==> src/rtl/cas_pkg.sv <==
package cas_pkg;
   typedef enum logic [1:0] {
      ACK_PRI       = 2'd0,
      ACK_CASC      = 2'd1,
      ACK_CASC_SPUR = 2'd2,
      ACK_PRI_SPUR  = 2'd3
   } ack_kind_e;
endpackage

==> src/rtl/cas_rot.sv <==
module cas_rot #(
   parameter int N_LINES = 8,
   localparam int LW = $clog2(N_LINES)
) (
   input  logic [N_LINES-1:0] in_mask,
   input  logic [LW-1:0]      rot,
   output logic [N_LINES-1:0] out_mask
);
   for (genvar i = 0; i < N_LINES; i++) begin : g_bit
      logic [LW-1:0] idx;
      assign idx         = LW'(i) + rot;
      assign out_mask[i] = in_mask[idx];
   end
endmodule

==> src/rtl/cas_prio_enc.sv <==
module cas_prio_enc #(
   parameter int N_LINES = 8,
   localparam int LW = $clog2(N_LINES)
) (
   input  logic [N_LINES-1:0] mask,
   output logic [LW:0]        rank
);
   always_comb begin
      rank = (LW+1)'(N_LINES);
      for (int i = N_LINES - 1; i >= 0; i--) begin
         if (mask[i]) rank = (LW+1)'(i);
      end
   end
endmodule

==> src/rtl/cas_cand_pick.sv <==
module cas_cand_pick #(
   parameter int N_LINES   = 8,
   parameter bit HAS_SKIP  = 1'b0,
   parameter int SKIP_LINE = 2,
   localparam int LW = $clog2(N_LINES)
) (
   input  logic [N_LINES-1:0] req,
   input  logic [N_LINES-1:0] isr,
   input  logic [LW-1:0]      rot,
   input  logic               nest_en,
   output logic               cand_v,
   output logic [LW-1:0]      cand_line
);
   logic [N_LINES-1:0] isr_eff;
   logic [N_LINES-1:0] req_rot;
   logic [N_LINES-1:0] isr_rot;
   logic [LW:0]        req_rank;
   logic [LW:0]        isr_rank;

   if (HAS_SKIP) begin : g_skip
      localparam logic [N_LINES-1:0] SKIP_BIT = N_LINES'(1) << SKIP_LINE;
      assign isr_eff = nest_en ? (isr & ~SKIP_BIT) : isr;
   end else begin : g_plain
      logic unused_nest;
      assign unused_nest = nest_en;
      assign isr_eff     = isr;
   end

   cas_rot #(.N_LINES(N_LINES)) u_rot_req (
      .in_mask(req), .rot(rot), .out_mask(req_rot));
   cas_rot #(.N_LINES(N_LINES)) u_rot_isr (
      .in_mask(isr_eff), .rot(rot), .out_mask(isr_rot));

   cas_prio_enc #(.N_LINES(N_LINES)) u_enc_req (
      .mask(req_rot), .rank(req_rank));
   cas_prio_enc #(.N_LINES(N_LINES)) u_enc_isr (
      .mask(isr_rot), .rank(isr_rank));

   assign cand_v    = req_rank < isr_rank;
   assign cand_line = req_rank[LW-1:0] + rot;
endmodule

==> src/rtl/cas_ack_seq.sv <==
module cas_ack_seq
   import cas_pkg::*;
#(
   parameter int N_LINES   = 8,
   parameter int VEC_W     = 8,
   parameter int CASC_LINE = 2,
   localparam int LW = $clog2(N_LINES)
) (
   input  logic             clk,
   input  logic             rst_n,
   input  logic             int_ack,
   input  logic             pri_v,
   input  logic [LW-1:0]    pri_line,
   input  logic             sec_v,
   input  logic [LW-1:0]    sec_line,
   input  logic [VEC_W-1:0] pri_base,
   input  logic [VEC_W-1:0] sec_base,
   output logic             pri_ack,
   output logic [LW-1:0]    pri_ack_line,
   output logic             sec_ack,
   output logic [LW-1:0]    sec_ack_line,
   output logic             vec_valid,
   output logic [VEC_W-1:0] vec,
   output logic [LW:0]      vec_line
);
   localparam logic [LW-1:0] SPUR_LINE = LW'(N_LINES - 1);
   localparam logic [LW-1:0] CASC_L    = LW'(CASC_LINE);

   ack_kind_e        kind;
   logic [LW-1:0]    sel_line;
   logic [VEC_W-1:0] sel_base;
   logic [VEC_W-1:0] nxt_vec;

   always_comb begin
      if (!pri_v)                kind = ACK_PRI_SPUR;
      else if (pri_line != CASC_L) kind = ACK_PRI;
      else if (sec_v)            kind = ACK_CASC;
      else                       kind = ACK_CASC_SPUR;
   end

   always_comb begin
      unique case (kind)
         ACK_PRI:       begin sel_line = pri_line;  sel_base = pri_base; end
         ACK_CASC:      begin sel_line = sec_line;  sel_base = sec_base; end
         ACK_CASC_SPUR: begin sel_line = SPUR_LINE; sel_base = sec_base; end
         default:       begin sel_line = SPUR_LINE; sel_base = pri_base; end
      endcase
   end

   assign nxt_vec      = {sel_base[VEC_W-1:LW], sel_line};
   assign pri_ack      = int_ack && (kind != ACK_PRI_SPUR);
   assign pri_ack_line = pri_line;
   assign sec_ack      = int_ack && (kind == ACK_CASC);
   assign sec_ack_line = sec_line;

   always_ff @(posedge clk) begin
      if (!rst_n) begin
         vec_valid <= 1'b0;
         vec       <= '0;
         vec_line  <= '0;
      end else begin
         vec_valid <= int_ack;
         if (int_ack) begin
            vec      <= nxt_vec;
            vec_line <= {(kind == ACK_CASC) || (kind == ACK_CASC_SPUR), sel_line};
         end
      end
   end
endmodule

==> src/rtl/cas_intc_seq.sv <==
module cas_intc_seq #(
   parameter int N_LINES   = 8,
   parameter int VEC_W     = 8,
   parameter int CASC_LINE = 2,
   localparam int LW = $clog2(N_LINES)
) (
   input  logic               clk,
   input  logic               rst_n,
   input  logic [N_LINES-1:0] pri_req,
   input  logic [N_LINES-1:0] pri_isr,
   input  logic [LW-1:0]      pri_rot,
   input  logic [VEC_W-1:0]   pri_base,
   input  logic               nest_mode,
   input  logic [N_LINES-1:0] sec_req,
   input  logic [N_LINES-1:0] sec_isr,
   input  logic [LW-1:0]      sec_rot,
   input  logic [VEC_W-1:0]   sec_base,
   input  logic               int_ack,
   output logic               cpu_int,
   output logic               casc_set,
   output logic               pri_ack,
   output logic [LW-1:0]      pri_ack_line,
   output logic               sec_ack,
   output logic [LW-1:0]      sec_ack_line,
   output logic               vec_valid,
   output logic [VEC_W-1:0]   vec,
   output logic [LW:0]        vec_line
);
   if ((N_LINES < 2) || ((1 << LW) != N_LINES)) begin : g_bad_lines
      $error("N_LINES must be a power of two of at least 2");
   end
   if ((CASC_LINE < 0) || (CASC_LINE >= N_LINES)) begin : g_bad_casc
      $error("CASC_LINE must name a primary line");
   end
   if (VEC_W <= LW) begin : g_bad_vec
      $error("VEC_W must exceed the line index width");
   end

   logic          pri_cand_v;
   logic [LW-1:0] pri_cand_line;
   logic          sec_cand_v;
   logic [LW-1:0] sec_cand_line;

   cas_cand_pick #(
      .N_LINES(N_LINES), .HAS_SKIP(1'b1), .SKIP_LINE(CASC_LINE)
   ) u_pick_pri (
      .req(pri_req), .isr(pri_isr), .rot(pri_rot), .nest_en(nest_mode),
      .cand_v(pri_cand_v), .cand_line(pri_cand_line));

   cas_cand_pick #(
      .N_LINES(N_LINES), .HAS_SKIP(1'b0), .SKIP_LINE(CASC_LINE)
   ) u_pick_sec (
      .req(sec_req), .isr(sec_isr), .rot(sec_rot), .nest_en(nest_mode),
      .cand_v(sec_cand_v), .cand_line(sec_cand_line));

   cas_ack_seq #(
      .N_LINES(N_LINES), .VEC_W(VEC_W), .CASC_LINE(CASC_LINE)
   ) u_ack (
      .clk(clk), .rst_n(rst_n), .int_ack(int_ack),
      .pri_v(pri_cand_v), .pri_line(pri_cand_line),
      .sec_v(sec_cand_v), .sec_line(sec_cand_line),
      .pri_base(pri_base), .sec_base(sec_base),
      .pri_ack(pri_ack), .pri_ack_line(pri_ack_line),
      .sec_ack(sec_ack), .sec_ack_line(sec_ack_line),
      .vec_valid(vec_valid), .vec(vec), .vec_line(vec_line));

   always_ff @(posedge clk) begin
      if (!rst_n) begin
         cpu_int  <= 1'b0;
         casc_set <= 1'b0;
      end else begin
         cpu_int  <= pri_cand_v && !int_ack;
         casc_set <= sec_cand_v && !int_ack;
      end
   end
endmodule

==> config.mk <==
export PLATFORM = sky130hd
export DESIGN_NAME = cas_intc_seq
export DESIGN_NICKNAME = d
export VERILOG_FILES = /design/src/rtl/cas_pkg.sv /design/src/rtl/cas_rot.sv /design/src/rtl/cas_prio_enc.sv /design/src/rtl/cas_cand_pick.sv /design/src/rtl/cas_ack_seq.sv /design/src/rtl/cas_intc_seq.sv
export SDC_FILE = /design/constraint.sdc
export NUM_CORES = 1
export LEC_CHECK = 0
export BUFFER_PORTS_ARGS = -buffer_cell sky130_fd_sc_hd__buf_2
export CORE_MARGIN = 5
export CORE_UTILIZATION = 50
export DETAILED_ROUTE_END_ITERATION = 10
export PLACE_DENSITY = 0.84
export SYNTH_ARGS = -nofsm -noshare
export SYNTH_HDL_FRONTEND = slang
export SYNTH_SLANG_ARGS = --single-unit
==> constraint.sdc <==
create_clock -name clk -period 10.9 [get_ports clk]
set_input_delay 1.09 -clock clk [delete_from_list [all_inputs] [get_ports clk]]
set_output_delay 1.09 -clock clk [all_outputs]
set_load 0.03 [all_outputs]
Word level (Yosys, flattened, before mapping)
Cells that the tools add are included.
W data, S select, Z words.
{"block": "classes", "add_sub_neg": 16, "magnitude_cmp": 18, "eq_ne": 4, "mux": 102, "n_reduce_logical": 8}
{"op": "$mux W4", "count": 32}
{"op": "$bmux W1 S3", "count": 32}
{"op": "$lt A3 B4 Y1 const B", "count": 16}
{"op": "$mux W1", "count": 32}
{"op": "$add A3 B3 Y3 const A", "count": 8}
{"op": "$add A2 B3 Y3 const A", "count": 4}
{"op": "$lt A4 B4 Y1", "count": 2}
{"op": "$mux W8", "count": 1}
{"op": "$add A1 B3 Y3 const A", "count": 2}
{"op": "$add A3 B3 Y3", "count": 2}
{"op": "$mux W2", "count": 3}
{"op": "$pmux W3 S2", "count": 1}
{"op": "$logic_and A1 B1 Y1", "count": 4}
{"op": "$mux W3", "count": 1}
{"op": "$ne A3 B2 Y1 const B", "count": 1}
{"op": "$eq A2 B1 Y1 const B", "count": 1}
{"op": "$eq A2 B2 Y1 const B", "count": 1}
{"op": "$logic_not A2 Y1", "count": 1}
{"op": "$ne A2 B2 Y1 const B", "count": 1}
{"op": "$reduce_or A2 Y1", "count": 1}
{"op": "$logic_not A1 Y1", "count": 1}
{"op": "$logic_or A1 B1 Y1", "count": 1}
{"block": "totals", "reg_bits": 15, "inputBits": 58, "output_inout_bits": 23, "wordCells": 153}

Depth between registers and ports, before layout
{"block": "logic_depth", "depth_word": 18, "depth_mapped": 24}

Hierarchy
A second synthesis with hierarchy kept.
{"block": "unflattened", "hier_cells": 262, "area_unflattened_um2": 2723.9}
{"module": "cas_rot", "n_inst": 4, "cells_per_inst": 25, "area_each_um2": 361.6, "seq_area_each_um2": 0.0}
{"module": "cas_ack_seq", "n_inst": 1, "cells_per_inst": 63, "area_each_um2": 568.0, "seq_area_each_um2": 200.2}
{"module": "cas_prio_enc", "n_inst": 4, "cells_per_inst": 14, "area_each_um2": 86.3, "seq_area_each_um2": 0.0}
{"module": "cas_cand_pick (u_pick_pri)", "n_inst": 1, "cells_per_inst": 20, "area_each_um2": 156.4, "seq_area_each_um2": 0.0}
{"module": "cas_cand_pick (u_pick_sec)", "n_inst": 1, "cells_per_inst": 19, "area_each_um2": 150.1, "seq_area_each_um2": 0.0}
{"module": "cas_intc_seq", "n_inst": 1, "cells_per_inst": 4, "area_each_um2": 57.6, "seq_area_each_um2": 40.0}

Least setup slack after synthesis
Ideal clock, no wire load.
{"block": "synth_path", "path_type": "in2out", "startpoint": "in pri_rot[1]", "endpoint": "out sec_ack", "t_arrival_ps": 5302, "t_required_ps": 9810, "path_slack_ps": 4508, "stages": 17, "path_cell_list": "buf_2 -> buf_2 -> inv_1 -> ha_1 -> buf_2 -> mux4_2 -> mux2_2 -> o22ai_2 -> o22ai_1 -> a31o_2 -> a21oi_1 -> fa_1 -> nor2b_1 -> and2_1 -> a21o_1 -> ha_1 -> and2_1"}
{"block": "synth_between", "elab_chain_len": 17, "elab_cells_between_ends": 62}
{"item": "start: declaration", "line_no": "cas_intc_seq.sv:11", "source": "input logic [LW-1:0] pri_rot,"}
{"item": "$add A3 B3 Y3", "line_no": "cas_rot.sv:11", "source": "assign idx = LW'(i) + rot;"}
{"item": "$bmux W1 S3", "line_no": "cas_rot.sv:12", "source": "assign out_mask[i] = in_mask[idx];"}
{"item": "$mux W1 (implied by the code)", "line_no": "cas_rot.sv:12"}
{"item": "$mux W4 (8 in a row)", "line_no": "cas_prio_enc.sv:11", "source": "if (mask[i]) rank = (LW+1)'(i);"}
{"item": "$add A3 B3 Y3 *", "line_no": "cas_cand_pick.sv:40", "source": "assign cand_line = req_rank[LW-1:0] + rot;"}
{"item": "named net pri_ack_line[1]", "line_no": "cas_intc_seq.sv:22", "source": "output logic [LW-1:0] pri_ack_line,"}
{"item": "$ne A3 B2 Y1 *", "line_no": "cas_ack_seq.sv:36", "source": "else if (pri_line != CASC_L) kind = ACK_PRI;"}
{"item": "$mux W2 *", "line_no": "cas_ack_seq.sv:36"}
{"item": "$mux W2 *", "line_no": "cas_ack_seq.sv:35", "source": "if (!pri_v) kind = ACK_PRI_SPUR;"}
{"item": "$eq A2 B1 Y1 *", "line_no": "cas_ack_seq.sv:53", "source": "assign sec_ack = int_ack && (kind == ACK_CASC);"}
{"item": "$logic_and A1 B1 Y1 *", "line_no": "cas_ack_seq.sv:53"}
{"item": "end: declaration", "line_no": "cas_intc_seq.sv:23", "source": "output logic sec_ack,"}
The timed path passes the listed nets; every way through them passes the cells marked *. The select of a mux whose other input is x is not followed.

Worst setup path in the final report
{"block": "layout_path", "startpoint": "in pri_rot[0]", "endpoint": "out sec_ack"}
{"block": "layout_between", "elab_chain_len": 17, "elab_cells_between_ends": 62}
{"item": "$add A3 B3 Y3", "line_no": "cas_rot.sv:11"}
{"item": "$bmux W1 S3", "line_no": "cas_rot.sv:12"}
{"item": "$mux W1 (implied by the code)", "line_no": "cas_rot.sv:12"}
{"item": "$mux W4 (8 in a row)", "line_no": "cas_prio_enc.sv:11"}
{"item": "$add A3 B3 Y3", "line_no": "cas_cand_pick.sv:40"}
{"item": "$ne A3 B2 Y1", "line_no": "cas_ack_seq.sv:36"}
{"item": "$mux W2", "line_no": "cas_ack_seq.sv:36"}
{"item": "$mux W2 *", "line_no": "cas_ack_seq.sv:35"}
{"item": "$eq A2 B1 Y1 *", "line_no": "cas_ack_seq.sv:53"}
{"item": "$logic_and A1 B1 Y1 *", "line_no": "cas_ack_seq.sv:53"}
Every way passes the cells marked *; elsewhere a longest branch is shown, timed or not. The select of a mux whose other input is x is not followed.

==> impl_metrics.ini <==
[outcome]
outcome = complete, no violations

[critical_path]
reg2reg_from = u_ack.vec_line[2]
reg2reg_depth = 2
cp-start-kind = primary input
path_max_fanout = 23
critPathArrivalTime_ns = 5.80
crit_start = pri_rot[0]
path_cells = buf_2 -> inv_2 -> ha_1 -> mux4_2 -> mux2_2 -> o22ai_2 -> o22ai_1 -> a31o_2 -> a21oi_1 -> fa_1 -> nor2b_1 -> and2_1 -> a21o_1 -> ha_1 -> and2_1 -> buf_2
required_ns = 9.81
critPathCaptureType = output port
path_delay_family = adder cells
cpPeakStageDelay_ns = 0.68
cpMaxStageDelayCell = ha_1
cp_num_buf_inv = 3
critPathKind = primary input to output port
cp.depth = 16

[clock_network]
cts_htree_levels = 1
clock_latency_ns = 0.24
cts_resized = 0
clkSinkCount = 12
clockBufferDepth = 2
cts_tree = yes
clkTransAtPathRegs_ns = 0.05
cts_setup_buffers = 0
cts_buffers = 3
cts-root-buf = clkbuf_8
cts_hold_buf = 0

[synth]
avgSynthCellArea_um2 = 9.68
postSynthCellCount = 307
ys_ff_latch = 12
syn-num-nets = 381
synth.most_common_cell = mux2i_1
synth_commonest_cells = mux2i_1 (36), mux4_2 (28), nand2_1 (21)
synthFlopType = dfxtp_1
async_flop_share = 0
synth_top_area_frac = 0.212
synth_top_cells_by_area = mux4_2 (21%), mux2i_1 (12%), mux4_1 (8.8%)
yosys_warnings = 0
synth-edff-count = 0
synth_area_leader_cell = mux4_2
synth_area_mm2 = 0.00297
synth_cell_type_count = 56
seq_area_frac_synth = 0.0809

[detailed_routing]
wl_per_cell_um = 16.7
vias_per_cell = 6.26
vias = 2737
dr.pass1.iters = 4
wirelength_mm = 7.31
drc = 0
detail-route-antenna-nets = 0
dr.first_iter.drc_count = 148

[layout]
fin_area_mm2 = 0.00337
drive_gt1_frac = 0.326
antenna_cells = 0
nFillCells = 501
nets = 437
synthToLayoutAreaGrowth_pct = 13.3

[die]
die_area_mm2 = 0.00758
ios = 81
start_util = 0.508
die_h_um = 87.1
rows = 28
core_area_mm2 = 0.00585
chipWidth_um = 87.1

[power_and_ir_drop]
switchingPower_mw = 0.187
comb_power_share = 0.729
power.density_mw_per_mm2 = 117
p_int_mw = 0.205
clkPwrFrac = 0.127
p_leak_nw = 1.53
p_seq_frac = 0.144
ir_drop_mv = 0.130
sw_frac_of_total = 0.477

[sta]
hold_viol = 0
setup_viol = 0
maxSlewHeadroom = 0.457
fin_crit_sh = 0.632
setup_tns_ns = 0
max_clock_freq_ghz = 0.145
rsz0062_at_grt = no
fin_crit_ns = 6.89
max_slew.worst_pin.slew_ns = 0.809
finClkSkew_ns = 0
postLayoutSetupSlackWorst_ns = 4.01
slew_violations = 0

[worst_hold_path]
hold_path.class = flip-flop to flip-flop
hp-start = u_ack.vec[7]
whs_path_depth = 1

[placed_design]
io_buffer_count = 74
post-place-ws_ns = 3.99
dp_hpwl_mm = 5.75
dpl_cell_area_mm2 = 0.00331
place.gp.congestion = 0.972

[run]
drv_cap = 0

[global_route]
antenna_found_initial = 0
grt_overflow_total = 0
grt_max_degree = 28
grt_use_total = 0.187
grt_pass1_vias = 2638
grt_pass1_wl_mm = 11.8
-- worst reg2reg max path: cells and delay by family, from the launching register on --
family          cells  cell delay, ns
flops               1            0.32
compound gates      2            0.21
-- kinds of logic (layout without fill, tap and decap cells) --
| family | count (synthesis) | in the layout | synth area share |
|---|---|---|---|
| xor+xnor | 11 | 11 | 0.0324 |
| compound gates | 66 | 66 | 0.166 |
| fa+ha+maj | 16 | 16 | 0.0725 |
| mux | 79 | 79 | 0.441 |
| flops | 12 | 12 | 0.0809 |
| simple gates | 88 | 88 | 0.151 |
| buf+inv | 35 | 90 | 0.0569 |
-- final cells by class --
cell class              instances  area, um2  share of cell area
clock buffers                   4       55.1              0.0164
multi-input cells             260       2560               0.761
inverters                      12       45.0              0.0134
flip-flops and latches         12        240              0.0714
repair buffers                 74        370               0.110
well taps                      75       93.8              0.0279
-- through the flow --
step	cells	hold slack [ns]	total power [mW]	util
4_1_cts	437	0.481	0.393	0.575
3_5_place_dp	433	0.465	0.343	0.566
3_3_place_gp	433	0.460	0.335	0.566
6_report	437	0.477	0.392	0.575
2_1_floorplan	307	0.656	0.283	-
5_1_grt	437	0.495	0.423	0.575
-- placed cells by master (no fill, tap or decap), types with 3 or more instances in the layout --
master	synthesis	layout
or3_1	4	4
dfxtp_1	12	12
inv_1	11	11
nor2_1	20	20
a221oi_1	3	3
xor2_1	7	7
nor3b_1	3	3
nand2b_1	6	6
nand3_1	3	3
mux4_1	10	10
xnor2_1	4	4
nor3_1	5	5
and2_1	6	6
a2111oi_0	3	3
mux2_2	5	5
clkbuf_8	0	4
nand2_1	21	21
o21ai_0	10	10
buf_2	8	74
nor2b_1	11	11
o21a_1	3	3
ha_1	14	14
mux2i_1	36	36
a21o_1	5	5
o211ai_1	4	4
a21oi_1	11	11
o211a_1	6	6
mux4_2	28	28
-- path summary, 6_finish.rpt --
kind / slack [ns] / to
setup reg to reg: 10.26 / u_ack.vec_line[2]
setup / recovery: 4.01 / sec_ack
hold / removal: 0.48 / u_ack.vec[7]
hold reg to reg: 0.48 / u_ack.vec[7]
-- routing by layer --
| layer | wire (um) | GRT usage |
|---|---|---|
| met5 | 0 | 0 |
| met4 | 29 | 0.0312 |
| met3 | 438 | 0.0237 |
| met2 | 3740 | 0.333 |
| met1 | 3100 | 0.246 |
-- power by group through the flow --
| stage | clock network, mW | registers, mW | logic (mW) |
|---|---|---|---|
| after floorplan | 0 | 0.0736 | 0.209 |
| after global placement | 0 | 0.0569 | 0.278 |
| after detailed placement | 0 | 0.0574 | 0.285 |
| after CTS | 0.0505 | 0.0566 | 0.286 |
| after global routing | 0.0526 | 0.0576 | 0.313 |
| final | 0.0498 | 0.0565 | 0.286 |
-- flip-flops by register name (all words and copies together), names as in the netlist --
register,flops
u_ack.vec,5
cpu_int,1
casc_set,1
u_ack.vec_valid,1
u_ack.vec_line,4
Power figures use the tool's default switching activity.
